[src/rtl/pal_halfrow_sync.sv]
module pal_halfrow_sync #(
  parameter int SLOT_CLKS = 32,
  parameter int FIELD_HR  = 626,
  parameter int EQ_A      = 5,
  parameter int BROAD     = 5,
  parameter int EQ_B      = 6
) (
  input  logic                              clk,
  input  logic                              rst,
  output logic                              sync_n,
  output logic                              field_start,
  output logic [$clog2(FIELD_HR)-1:0]       half_row,
  output logic [$clog2(16*SLOT_CLKS)-1:0]   hr_pos
);
  localparam int HR_CLKS = 16 * SLOT_CLKS;
  localparam int HRW     = $clog2(FIELD_HR);
  localparam int PW      = $clog2(HR_CLKS);
  localparam int VS_END  = EQ_A + BROAD + EQ_B;

  function automatic logic [15:0] shape(input int unsigned h);
    int unsigned n;
    if (h < EQ_A)                n = 1;
    else if (h < EQ_A + BROAD)   n = 15;
    else if (h < VS_END)         n = 1;
    else                         n = (h % 2 == 0) ? 2 : 0;
    for (int i = 0; i < 16; i++) shape[i] = (i >= n);
  endfunction

  logic [15:0]    sr;
  logic [HRW-1:0] next_hr;
  wire pos_end  = hr_pos == PW'(HR_CLKS - 1);
  wire hr_end   = half_row == HRW'(FIELD_HR - 1);
  wire slot_end = (hr_pos % PW'(SLOT_CLKS)) == PW'(SLOT_CLKS - 1);

  assign next_hr = hr_end ? '0 : half_row + 1'b1;
  assign sync_n  = sr[0];

  always_ff @(posedge clk) begin
    if (rst) begin
      hr_pos      <= '0;
      half_row    <= '0;
      sr          <= shape(0);
      field_start <= 1'b1;
    end else begin
      hr_pos <= pos_end ? '0 : hr_pos + 1'b1;
      if (pos_end) begin
        half_row    <= next_hr;
        sr          <= shape(int'(next_hr));
        field_start <= (next_hr == '0);
      end else begin
        field_start <= 1'b0;
        if (slot_end) sr <= {1'b1, sr[15:1]};
      end
    end
  end


  pos_step_chk: assert property (@(posedge clk) disable iff (rst)
    hr_pos != PW'(HR_CLKS - 1) |=> hr_pos == $past(hr_pos) + 1'b1);

  field_wrap_chk: assert property (@(posedge clk) disable iff (rst)
    (hr_pos == PW'(HR_CLKS - 1) && half_row == HRW'(FIELD_HR - 1))
      |=> (half_row == '0 && field_start));

  slot_edge_chk: assert property (@(posedge clk) disable iff (rst)
    (hr_pos % PW'(SLOT_CLKS)) != '0 |-> $stable(sync_n));

  broad_low_chk: assert property (@(posedge clk) disable iff (rst)
    (half_row >= HRW'(EQ_A) && half_row < HRW'(EQ_A + BROAD)
     && hr_pos < PW'(15 * SLOT_CLKS)) |-> !sync_n);

  quiet_chk: assert property (@(posedge clk) disable iff (rst)
    (half_row >= HRW'(VS_END) && half_row[0]) |-> sync_n);
endmodule

[config.mk]
export PLATFORM = sky130hd
export DESIGN_NAME = pal_halfrow_sync
export DESIGN_NICKNAME = d
export VERILOG_FILES = /design/src/rtl/pal_halfrow_sync.sv
export SDC_FILE = /design/constraint.sdc
export NUM_CORES = 1
export LEC_CHECK = 0
export ABC_AREA = 0
export BUFFER_PORTS_ARGS = -buffer_cell sky130_fd_sc_hd__clkbuf_2
export CORE_AREA = 2 2 64 66
export CTS_CLUSTER_SIZE = 14
export DETAILED_ROUTE_END_ITERATION = 8
export DIE_AREA = 0 0 66 68
export PLACE_DENSITY = 0.69
export SYNTH_ARGS = -nofsm -noshare
export SYNTH_HDL_FRONTEND = slang
export SYNTH_SLANG_ARGS = --single-unit
[constraint.sdc]
create_clock -name clk -period 3.7 [get_ports clk]
set_input_delay 0.555 -clock clk [delete_from_list [all_inputs] [get_ports clk]]
set_output_delay 0.555 -clock clk [all_outputs]
set_load 0.005 [all_outputs]
# After elaboration in Yosys (flattened, before gate mapping)
# Cells that the tools add are included.
[totals]
mem_bits_rw = 0
romBits = 0
memories = 0
word_cells = 42
latch_bits = 0
reg_bits = 36
out_inout_bits = 21
input_bits = 2
[classes]
n_lt_le_gt_ge = 19
div_mod_pow = 0
addsub = 2
reduce_logical = 4
eq_ne = 3
shifts = 0
mux = 10
multipliers = 0
n_bitwise = 0
[ops]
columns = ["operator", "count"]
rows = [
  [">= comparator 4 x 32 -> 1 bit, first input constant", 8],
  [">= comparator 3 x 32 -> 1 bit, first input constant", 4],
  [">= comparator 1 x 32 -> 1 bit, first input constant", 2],
  [">= comparator 2 x 32 -> 1 bit, first input constant", 2],
  ["two-way mux 32 bit", 2],
  ["logical NOT 32 bit", 1],
  ["two-way mux 16 bit", 2],
  ["adder 10 x 1 -> 10 bit, second input constant", 1],
  ["equality test 10 bit, second input constant", 1],
  ["logical NOT 10 bit", 1],
  ["< comparator 10 x 3 -> 1 bit, second input constant", 1],
  ["< comparator 10 x 4 -> 1 bit, second input constant", 1],
  ["< comparator 10 x 5 -> 1 bit, second input constant", 1],
  ["two-way mux 10 bit", 1],
  ["adder 9 x 1 -> 9 bit, second input constant", 1],
  ["equality test 9 bit, second input constant", 1],
  ["two-way mux 4 bit", 2],
  ["equality test 5 bit, second input constant", 1],
  ["two-way mux 2 bit", 2],
  ["nonzero test 2 bit", 1],
  ["OR reduction 2 bit", 1],
  ["two-way mux 1 bit", 1],
]

# Longest topological paths before layout
# Gate-level depths: netlist of the first run.
[depth]
ltp_word = 11
ltp_mapped = 10
depth_no_buf = 8

# Worst setup path after synthesis of the first run
# No wires, ideal clock.
[synth_path]
path_type = "register to register"
start = "register half_row[1]"
end = "register sr[10]"
setup_time_ns = 0.122
synth_period_minus_slack_ns = 2.339
t_arrival_ns = 2.217
path_stages_with_launch = 10
path_slack_ns = 1.361
t_required_ns = 3.578
n_path_buf = 2
path_cell_list = "dfxtp_1 > ha_1 > buf_2 > or3b_1 > a211o_1 > a22oi_1 > o211a_4 > o211ai_4 > buf_6 > a221o_1"
[synth_between]
elab_chain_len = 11
word_cells_on_any_way = 15
classes_between = "1 x add/sub; 4 x order compare; 1 x eq/ne; 8 x mux; 1 x reduce/logical"
[synth_lines]
columns = ["item", "line_no", "source"]
rows = [
  ["start: declaration", "12", "output logic [$clog2(FIELD_HR)-1:0] half_row,"],
  ["start signal: assignment", "47", "half_row <= next_hr;"],
  ["parallel branches: the longest is 1 deep, another holds adder 10 x 1 -> 10 bit", "--", ""],
  ["two-way mux 10 bit *", "35", "assign next_hr = hr_end ? '0 : half_row + 1'b1;"],
  ["parallel branches: the longest is 4 deep, another holds < comparator 10 x 5 -> 1 bit", "--", ""],
  ["two-way mux 4 bit *", "22", "if (h < EQ_A) n = 1;"],
  ["two-way mux 32 bit *", "46", "if (pos_end) begin"],
  ["two-way mux 32 bit *", "39", "if (rst) begin"],
  [">= comparator 4 x 32 -> 1 bit *", "26", "for (int i = 0; i < 16; i++) shape[i] = (i >= n);"],
  ["two-way mux 16 bit *", "46", ""],
  ["end signal: assignment", "42", "sr <= shape(0);"],
  ["end signal: assignment", "48", "sr <= shape(int'(next_hr));"],
  ["end signal: assignment", "52", "if (slot_end) sr <= {1'b1, sr[15:1]};"],
  ["end: declaration", "29", "logic [15:0] sr;"],
]
# Mark *: on every way between the ends. The select of a mux whose other input is x is not followed.
# A chain may end at the register's enable or synchronous reset.

# Final worst setup path of the first run
[layout_path]
start = "register half_row[0]"
end = "register sr[9]"
[layout_between]
elab_chain_len = 11
word_cells_on_any_way = 15
classes_between = "1 x add/sub; 4 x order compare; 1 x eq/ne; 8 x mux; 1 x reduce/logical"
[layout_lines]
columns = ["item", "line_no"]
rows = [
  ["adder 10 x 1 -> 10 bit / equality test 10 bit (equally long branches)", "35, 32"],
  ["two-way mux 10 bit *", "35"],
  ["parallel branches: the longest is 4 deep, another holds < comparator 10 x 5 -> 1 bit", "--"],
  ["two-way mux 4 bit *", "22"],
  ["two-way mux 32 bit *", "46"],
  ["two-way mux 32 bit *", "39"],
  [">= comparator 4 x 32 -> 1 bit *", "26"],
  ["two-way mux 16 bit *", "46"],
]
# Marked as above.

==> results of run 1 <==
[final cells by class]
| cell class | instances | area [um2] | share of cell area [%] |
|---|---|---|---|
| clock inverters | 2 | 35.0 | 1.71 |
| multi-input cells | 160 | 1040 | 50.6 |
| flip-flops and latches | 35 | 701 | 34.1 |
| repair buffers | 23 | 118 | 5.73 |
| clock buffers | 6 | 82.6 | 4.02 |
| well taps | 50 | 62.6 | 3.05 |
| inverters | 4 | 15.0 | 0.731 |
[cell usage after synthesis, types with 2 or more instances]
cell | count | area, um2
nand4_1 | 3 | 18.8
dfxtp_1 | 35 | 701
and3_1 | 5 | 31.3
xnor2_1 | 6 | 52.6
clkbuf_1 | 10 | 37.5
nor2_1 | 25 | 93.8
buf_4 | 3 | 22.5
a31oi_1 | 3 | 18.8
a311oi_1 | 2 | 17.5
a21oi_1 | 9 | 45.0
nand3_1 | 6 | 30.0
and2_1 | 3 | 18.8
a211oi_1 | 2 | 15.0
ha_1 | 5 | 62.6
buf_2 | 5 | 25.0
mux2i_1 | 3 | 30.0
a221o_1 | 11 | 110
o21ai_0 | 6 | 30.0
nand2_1 | 34 | 128
xor2_1 | 5 | 43.8
nor3_1 | 6 | 30.0
inv_1 | 4 | 15.0
nor4_1 | 4 | 25.0
[report_power, final]
part	leakage, nW	switching [W]	internal (W)
combinational	0.490	0.00000925	0.00000563
sequential	0.283	0.00000327	0.000380
clock	0.0612	0.000141	0.000218
total	0.834	0.000154	0.000603
[layout by cell type, fill, tap and decap left out, types with 2 or more instances in the layout]
cell type / instances
a211oi_1: 2
dfxtp_1: 35
nand3_1: 6
nand2_1: 34
inv_1: 4
nor4_1: 4
a31oi_1: 3
nor2_1: 25
a21oi_1: 9
nor3_1: 6
clkbuf_8: 6
a221o_1: 11
and2_1: 3
mux2i_1: 3
o21ai_0: 6
clkbuf_2: 22
xor2_1: 5
and3_1: 5
a311oi_1: 2
xnor2_1: 6
ha_1: 5
nand4_1: 3
[cells by family after synthesis]
kind of cell / Yosys count / synth area share (%)
adder cells (fa/ha/maj): 5 / 3.37
AND/OR/NAND/NOR: 96 / 24.2
multiplexers: 3 / 1.62
flip-flops: 35 / 37.8
buffers and inverters: 24 / 6.20
AO/OA/AOI/OAI: 45 / 21.6
XOR/XNOR: 11 / 5.19
[sequential cells by signal, indices dropped and copies added, names as in the netlist]
signal       flops
sr              15
half_row        10
hr_pos           9
field_start      1
[metrics by stage]
stage / cells / power [W] / hold WS, ns
2_1_floorplan: 219 / 0.000401 / 0.451
3_3_place_gp: 272 / 0.000407 / 0.463
5_1_grt: 280 / 0.000787 / 0.505
6_report: 280 / 0.000757 / 0.482
4_1_cts: 280 / 0.000765 / 0.487
3_5_place_dp: 272 / 0.000407 / 0.471
[layer usage]
| layer | track usage [%] | vias up | share of wire, % |
|---|---|---|---|
| met5 | 0 | - | 0 |
| met4 | 8.42 | 0 | 2.6 |
| met3 | 5.76 | 9 | 3.6 |
| met2 | 28.3 | 27 | 47 |
| met1 | 25.4 | 727 | 47 |
| li1 | - | 798 | - |
[worst reg2reg max path, stage by stage (launching register included)]
cell      delay (ns)
dfxtp_1         0.53
ha_1            0.21
nand4_1         0.09
or4_4           0.47
nor2_2          0.42
o211a_4         0.29
o211ai_4        0.14
a221o_1         0.34
[path summary, 6_finish.rpt]
kind	startpoint	end	slack (ns)	depth (start not counted)
worst max-delay path	half_row[0]$_SDFFE_PP0P_	sr[9]$_SDFFE_PP1P_	1.08	7
worst max register to register	half_row[0]$_SDFFE_PP0P_	sr[9]$_SDFFE_PP1P_	1.08	7
worst min register to register	hr_pos[0]$_SDFF_PP0_	hr_pos[0]$_SDFF_PP0_	0.48	1
worst min-delay path	hr_pos[0]$_SDFF_PP0_	hr_pos[0]$_SDFF_PP0_	0.48	1
==> metrics.csv, run 1 <==
stage,metric,value,unit
cts,Num CTS Buffers,5,
timing,Tcrit/Tclk final,70.8,%
place,DP Area,0.00194,mm2
yosys,"Avg Cell Area, Syn",8.47,um2
yosys,Synth Register Bits,35,
global_route,grt ovf,0,
worst_setup_path,kind of end point of the critical path,register,
route,Remaining DRCs,0,
cells_and_area,fin util,53.2,%
worst_setup_path,crit path kind,reg2reg,
worst_setup_path,WP data arrival,2.79,ns
global_route,global-route wire length before repair,6510,um
route,vias per std cell,5.58,
die,area of the die,0.00449,mm2
route,number of nets with antenna violations after routing,0,
worst_setup_path,Crit Path Max Fanout,11,
worst_setup_path,CP top delay family,simple AND/OR/NAND/NOR gates,
power,PD cells,369,mW/mm2
timing,setup_tns,0,ns
worst_setup_path,CP max stage delay,0.53,ns
yosys,Post-synth top flop,dfxtp_1,
global_route,vias in the first global route,1372,
die,CORE AREA,0.00386,mm2
cts,H-tree levels,2,
cells_and_area,P&R area growth vs syn,10.7,%
route,DR pass1 iterations,4,
power,peak supply drop,0.222,mV
timing,worst slew pin tran,0.721,ns
cells_and_area,number of nets in the layout,236,
die,effective utilization at floorplan,48.1,%
global_route,largest net degree at the start of global routing,29,
worst_setup_path,crit start category,register,
cts,clock sinks,35,
die,Die Height,68,um
timing,Final min period,2.62,ns
yosys,number of enable flip-flop cells after synthesis,0,
die,FP Rows,23,
timing,final worst slack,1.08,ns
yosys,Synth Instances,219,
power,Pleak,0.834,nW
cts,CTS Hold Bufs,0,
cells_and_area,layout cells sized above 1,17.0,%
yosys,asr flop ratio synth,0,%
cts,Root Buffer Master,clkbuf_8,
timing,Max transition margin,51.7,%
cells_and_area,n_diodes,0,
timing,Layout Skew,0.0100,ns
cells_and_area,final instance area,0.00205,mm2
worst_setup_path,"Req. time, crit path",3.87,ns
route,detailed router's first-iteration violation count,136,
place,gpl congestion,0.845,
global_route,GRT Total Usage,19.0,%
worst_setup_path,critical path cell sequence,ha_1 -> nand4_1 -> or4_4 -> nor2_2 -> o211a_4 -> o211ai_4 -> a221o_1,
worst_setup_path,"Slowest-stage cell, CP",dfxtp_1,
route,final wirelength,3800,um
global_route,antenna violations before repair,0,
timing,Final Slew Violations,0,
cts,"Reg clk slew, reported paths",0.08,ns
route,Routed WL per cell,13.6,um
worst_setup_path,WP buf/inv,0,
cts,clk_lat worst skew,0.30,ns
worst_hold_path,Hold Path Class,reg2reg,
yosys,synthesized cell area,0.00186,mm2
route,total number of vias,1561,
cts,Bufs on Longest Clock Path,2,
yosys,Synth Net Count,226,
cts,Post CTS Setup Buffer Count,0,
cts,CTS resizes,0,
die,die width,66,um
flow_run,max-cap violations,0,
place,DP HPWL,2510,um
yosys,Yosys Warn Count,0,
yosys,register area share after synthesis,37.8,%
timing,"Hold Vio Cnt, Final",0,
yosys,post-synth cell types,47,
timing,RSZ-0062 raised after global routing,false,
place,dpl ws,1.11,ns
die,IO Pins,23,
cts,CTS tree,built,
cells_and_area,Fillers,396,
timing,Final Setup Violations,0,
place,I/O Buffers,22,
outcome,status,completed,
timing,Fmax,382,MHz
Note: power is estimated with default switching activity, not from simulation.
==> run 2: changes to the inputs <==
==> constraint.sdc (replaced) <==
create_clock -name clk -period 2.67 [get_ports clk]
set_input_delay 0.4005 -clock clk [delete_from_list [all_inputs] [get_ports clk]]
set_output_delay 0.4005 -clock clk [all_outputs]
set_load 0.005 [all_outputs]
==> run 2 against run 1 <==
  * Clock skew fell by 0.0084 ns
  * Non-clock buffer count rose by 8
  * Critical path depth did not move
  * Worst hold slack improved by 0.0096 ns
==> metrics.csv, run 2 (synthesized netlist as in run 1, its figures left out) <==
stage,metric,value,unit,change
place,gpl congestion,0.876,,was 0.845
route,final wirelength,3860,um,was 3800 um
power,peak supply drop,0.260,mV,was 0.222 mV
cts,Bufs on Longest Clock Path,2,,unchanged
cells_and_area,biggest regs,"sr: 15 flops, half_row: 10 flops, hr_pos: 9 flops",,unchanged
route,Routed WL per cell,13.5,um,was 13.6 um
worst_setup_path,crit path kind,reg2reg,,unchanged
cells_and_area,P&R area growth vs syn,13.1,%,was 10.7%
cells_and_area,"commonest non-fill, non-tap cell in the layout",dfxtp_1,,unchanged
worst_hold_path,Hold Path Class,reg2reg,,unchanged
cells_and_area,number of nets in the layout,244,,was 236
route,vias per std cell,5.46,,was 5.58
die,die width,66,um,unchanged
timing,Final min period,2.46,ns,was 2.62 ns
cts,Post CTS Setup Buffer Count,0,,unchanged
cts,CTS resizes,0,,unchanged
cells_and_area,layout cells sized above 1,19.0,%,was 17.0%
worst_setup_path,Worst R2R Start,half_row[1]$_SDFFE_PP0P_,,was half_row[0]$_SDFFE_PP0P_
timing,Tcrit/Tclk final,92.0,%,was 70.8%
cts,clk_lat worst skew,0.28,ns,was 0.30 ns
global_route,largest net degree at the start of global routing,29,,unchanged
timing,Layout Skew,0.00163,ns,was 0.0100 ns
route,detailed router's first-iteration violation count,61,,was 136
power,PD cells,480,mW/mm2,was 369 mW/mm2
global_route,antenna violations before repair,0,,unchanged
route,DR pass1 iterations,5,,was 4
cells_and_area,fin util,54.4,%,was 53.2%
worst_setup_path,kind of end point of the critical path,register,,unchanged
cells_and_area,final std cells w/o fill,287,,was 280
global_route,GRT Total Usage,19.0,%,about the same
worst_setup_path,"Req. time, crit path",2.84,ns,was 3.87 ns
timing,setup_tns,0,ns,unchanged
die,effective utilization at floorplan,48.1,%,unchanged
cts,Root Buffer Master,clkbuf_8,,unchanged
cells_and_area,Fillers,392,,was 396
die,FP Rows,23,,unchanged
cells_and_area,"commonest non-fill, non-tap cells in the layout","dfxtp_1 (35), nand2_1 (34), nor2_1 (25), clkbuf_2 (22), a221o_1 (11)",,unchanged
cts,H-tree levels,2,,unchanged
global_route,global-route wire length before repair,6560,um,was 6510 um
die,IO Pins,23,,unchanged
power,Pleak,0.864,nW,was 0.834 nW
cts,CTS Hold Bufs,0,,unchanged
die,CORE AREA,0.00386,mm2,unchanged
timing,worst slew pin tran,0.569,ns,was 0.721 ns
worst_setup_path,crit path from,half_row[1]$_SDFFE_PP0P_,,was half_row[0]$_SDFFE_PP0P_
route,total number of vias,1567,,"was 1,561"
global_route,grt ovf,0,,unchanged
worst_setup_path,WP data arrival,2.63,ns,was 2.79 ns
place,DP HPWL,2680,um,was 2510 um
cts,Num CTS Buffers,5,,unchanged
worst_setup_path,crit start category,register,,unchanged
worst_hold_path,hold_sp,sr[12]$_SDFFE_PP1P_,,was hr_pos[0]$_SDFF_PP0_
timing,Fmax,407,MHz,was 382 MHz
cts,clock sinks,35,,unchanged
timing,RSZ-0062 raised after global routing,false,,unchanged
timing,Final Setup Violations,0,,unchanged
route,number of nets with antenna violations after routing,0,,unchanged
cts,"Reg clk slew, reported paths",0.07,ns,was 0.08 ns
timing,"Hold Vio Cnt, Final",0,,unchanged
timing,Max transition margin,62.1,%,was 51.7%
worst_setup_path,Crit Path Max Fanout,11,,unchanged
place,Placed Cells,280,,was 272
cells_and_area,Largest register FFs,15,,unchanged
place,I/O Buffers,22,,unchanged
cells_and_area,most flop-heavy register,sr,,unchanged
die,area of the die,0.00449,mm2,unchanged
timing,Final Slew Violations,0,,unchanged
die,Die Height,68,um,unchanged
cells_and_area,n_diodes,0,,unchanged
global_route,vias in the first global route,1364,,"was 1,372"
cts,CTS tree,built,,unchanged
route,Remaining DRCs,0,,unchanged
outcome,status,completed,,unchanged
flow_run,max-cap violations,0,,unchanged
[run 2: changes by cell type in the layout (fill, tap and decap cells not counted)]
cell / previous run / this run
buf_4: 1 / 9
clkbuf_1: 0 / 1
clkbuf_8: 6 / 5
clkinv_2: 1 / 0
[run 2: routing by layer]
metal,global-route usage [%],vias up,wire length [um]
li1,-,810,-
met3,3.95,7,113
met4,7.65,0,66
met5,0,-,0
met2,31.2,22,1930
met1,24.4,728,1750
[run 2: report_power, final]
| part | switching (W) | internal [W] |
|---|---|---|
| Clock | 0.000183 | 0.000273 |
| Sequential | 0.00000454 | 0.000527 |
| Combinational | 0.0000126 | 0.00000791 |
| Total | 0.000200 | 0.000808 |
[run 2: per-stage QoR]
stage	total power (W)	hold slack, ns	instance area, um2	setup WS [ns]
2_1_floorplan	0.000556	0.451	1860	0.331
6_report	0.00101	0.491	2100	0.213
5_1_grt	0.00105	0.509	2100	0.0249
4_1_cts	0.00102	0.492	2100	0.235
3_3_place_gp	0.000564	0.464	2000	0.318
3_5_place_dp	0.000564	0.473	2000	0.257
[run 2: worst paths after layout]
kind                              end  slack [ns]  depth (start not counted)
setup / recovery   sr[8]$_SDFFE_PP1P_        0.21                          7
hold / removal    sr[12]$_SDFFE_PP1P_        0.49                          1
setup reg to reg   sr[8]$_SDFFE_PP1P_        0.21                          7
hold reg to reg   sr[12]$_SDFFE_PP1P_        0.49                          1
[run 2: final cells by class]
cell class	instances	area, um2	area share (%)
Multi-Input combinational cell	160	1040	49.6
Inverter	4	15.0	0.716
Timing Repair Buffer	31	178	8.47
Sequential cell	35	701	33.4
Clock inverter	1	30.0	1.43
Tap cell	50	62.6	2.98
Clock buffer	6	72.6	3.46
[run 2: critical path, stage by stage (launching register included)]
cell and delay [ns]:
dfxtp_1 0.37, ha_1 0.32, or3b_1 0.39, a211o_1 0.26, a22oi_1 0.29, o211a_4 0.24
o211ai_4 0.14, a221o_1 0.33
==> run 3: changes to the inputs <==
--- a/config.mk
+++ b/config.mk
@@ -12,6 +12,7 @@
 export DETAILED_ROUTE_END_ITERATION = 8
 export DIE_AREA = 0 0 66 68
 export PLACE_DENSITY = 0.69
+export RECOVER_POWER = 50
 export SYNTH_ARGS = -nofsm -noshare
 export SYNTH_HDL_FRONTEND = slang
 export SYNTH_SLANG_ARGS = --single-unit
==> run 3 against run 2 <==
  * Via count shrank 1.1%
  * Clock skew is 0.00099 ns higher
  * Sequential power barely moved
  * Wire length grew 1.0%
  * First-iteration DRC count increased by 3.3%
  * Design area decreased by 1.1%
  * Worst setup slack barely moved
  * Sequential share of layout area grew 0.36 points
  * Maximum frequency about the same
  * Register-to-register slack is essentially flat
  * Power hardly changed
  * Critical path depth unchanged
==> metrics.csv, run 3 (synthesized netlist as in run 1, its figures left out) <==
stage,metric,value,unit,change
timing,Final Setup Violations,0,,unchanged
cells_and_area,P&R area growth vs syn,11.9,%,was 13.1%
place,gpl congestion,0.876,,unchanged
worst_setup_path,Crit Path Max Fanout,11,,unchanged
cts,Bufs on Longest Clock Path,2,,unchanged
timing,Max transition margin,61.9,%,was 62.1%
route,Remaining DRCs,0,,unchanged
cts,CTS Hold Bufs,0,,unchanged
cts,clk_lat worst skew,0.29,ns,was 0.28 ns
worst_setup_path,crit path kind,reg2reg,,unchanged
cts,CTS resizes,0,,unchanged
die,area of the die,0.00449,mm2,unchanged
cells_and_area,"commonest non-fill, non-tap cell in the layout",dfxtp_1,,unchanged
timing,Tcrit/Tclk final,92.0,%,about the same
worst_setup_path,"Req. time, crit path",2.84,ns,about the same
timing,Final Slew Violations,0,,unchanged
route,detailed router's first-iteration violation count,63,,was 61
worst_setup_path,kind of end point of the critical path,register,,unchanged
timing,Final min period,2.46,ns,about the same
cells_and_area,"commonest non-fill, non-tap cells in the layout","dfxtp_1 (35), nand2_1 (34), nor2_1 (25), clkbuf_1 (15), a221o_1 (11)",,"was dfxtp_1 (35), nand2_1 (34), nor2_1 (25), clkbuf_2 (22), a221o_1 (11)"
timing,RSZ-0062 raised after global routing,false,,unchanged
cells_and_area,fin util,53.8,%,was 54.4%
timing,"Hold Vio Cnt, Final",0,,unchanged
cts,clock sinks,35,,unchanged
place,I/O Buffers,22,,unchanged
timing,worst slew pin tran,0.572,ns,was 0.569 ns
cells_and_area,layout cells sized above 1,13.1,%,was 19.0%
global_route,global-route wire length before repair,6560,um,unchanged
global_route,antenna violations before repair,0,,unchanged
timing,worst hold slack,0.491,ns,about the same
route,number of nets with antenna violations after routing,0,,unchanged
cts,H-tree levels,2,,unchanged
global_route,grt met2 use,31.2,%,unchanged
cts,Post CTS Setup Buffer Count,0,,unchanged
place,DP Area,0.00200,mm2,unchanged
global_route,GR Layer Usage met3,3.95,%,unchanged
cells_and_area,n_diodes,0,,unchanged
place,DP HPWL,2680,um,unchanged
worst_setup_path,crit start category,register,,unchanged
worst_setup_path,WP data arrival,2.63,ns,about the same
die,effective utilization at floorplan,48.1,%,unchanged
cells_and_area,biggest regs,"sr: 15 flops, half_row: 10 flops, hr_pos: 9 flops",,unchanged
power,Pleak,0.813,nW,was 0.864 nW
cts,CTS tree,built,,unchanged
cells_and_area,Fillers,396,,was 392
die,IO Pins,23,,unchanged
route,vias per std cell,5.40,,was 5.46
cts,"Reg clk slew, reported paths",0.07,ns,about the same
cells_and_area,most flop-heavy register,sr,,unchanged
die,CORE AREA,0.00386,mm2,unchanged
timing,Layout Skew,0.00262,ns,was 0.00163 ns
route,DR pass1 iterations,4,,was 5
cells_and_area,multi-input logic area,0.00104,mm2,unchanged
timing,Fmax,407,MHz,about the same
worst_hold_path,Hold Path Class,reg2reg,,unchanged
global_route,vias in the first global route,1364,,unchanged
global_route,GRT Total Usage,19.0,%,unchanged
global_route,met1 Use GR,24.4,%,unchanged
cells_and_area,Largest register FFs,15,,unchanged
cells_and_area,number of nets in the layout,244,,unchanged
cells_and_area,Reg area,701,um2,unchanged
flow_run,max-cap violations,0,,unchanged
cells_and_area,final instance area,0.00208,mm2,was 0.00210 mm2
route,final wirelength,3900,um,was 3860 um
global_route,largest net degree at the start of global routing,29,,unchanged
cts,Root Buffer Master,clkbuf_8,,unchanged
route,Routed WL per cell,13.6,um,was 13.5 um
die,FP Rows,23,,unchanged
die,Die Height,68,um,unchanged
timing,setup_tns,0,ns,unchanged
global_route,grt ovf,0,,unchanged
die,die width,66,um,unchanged
power,peak supply drop,0.258,mV,was 0.260 mV
power,PD cells,485,mW/mm2,was 480 mW/mm2
route,total number of vias,1550,,"was 1,567"
cts,Num CTS Buffers,5,,unchanged
outcome,status,completed,,unchanged
global_route,Top Usage Layer GRT,met2,,unchanged
run 3: cell count changes in the layout (fill, tap and decap cells not counted), sizes merged:
cell	previous run	this run
clkbuf	28	30
buf	9	7
run 3: path summary, 6_finish.rpt:
path | startpoint | depth (start not counted) | end | slack [ns]
max | half_row[1]$_SDFFE_PP0P_ | 7 | sr[8]$_SDFFE_PP1P_ | 0.21
min | hr_pos[0]$_SDFF_PP0_ | 1 | hr_pos[0]$_SDFF_PP0_ | 0.49
max reg2reg | half_row[1]$_SDFFE_PP0P_ | 7 | sr[8]$_SDFFE_PP1P_ | 0.21
min reg2reg | hr_pos[0]$_SDFF_PP0_ | 1 | hr_pos[0]$_SDFF_PP0_ | 0.49
run 3: routing by layer:
layer	routed length, um	vias up
met5	0	-
li1	-	811
met2	1920	18
met1	1820	714
met4	66	0
met3	98	7
run 3: cell type report:
class | count | share of cell area (%)
Timing Repair Buffer | 31 | 7.47
Inverter | 4 | 0.723
Clock buffer | 6 | 3.50
Tap cell | 50 | 3.01
Clock inverter | 1 | 1.45
Sequential cell | 35 | 33.8
Multi-Input combinational cell | 160 | 50.1
run 3: through the flow:
| stage | total power, W | setup WS, ns | instances |
|---|---|---|---|
| after detailed placement | 0.000564 | 0.257 | 280 |
| after global routing | 0.00105 | 0.0249 | 287 |
| after CTS | 0.00102 | 0.235 | 287 |
| final | 0.00101 | 0.213 | 287 |
| after floorplan | 0.000556 | 0.331 | 219 |
| after global placement | 0.000564 | 0.318 | 280 |
run 3: worst max-delay path, cell delays in order, from the launching register on:
cell and delay [ns]:
dfxtp_1 0.37, ha_1 0.32, or3b_1 0.39, a211o_1 0.26
a22oi_1 0.29, o211a_4 0.24, o211ai_4 0.14, a221o_1 0.33
run 3: power by group:
group / internal (W) / total [W] / switching (W)
combinational: 0.00000674 / 0.0000196 / 0.0000129
sequential: 0.000527 / 0.000531 / 0.00000453
clock: 0.000273 / 0.000457 / 0.000183
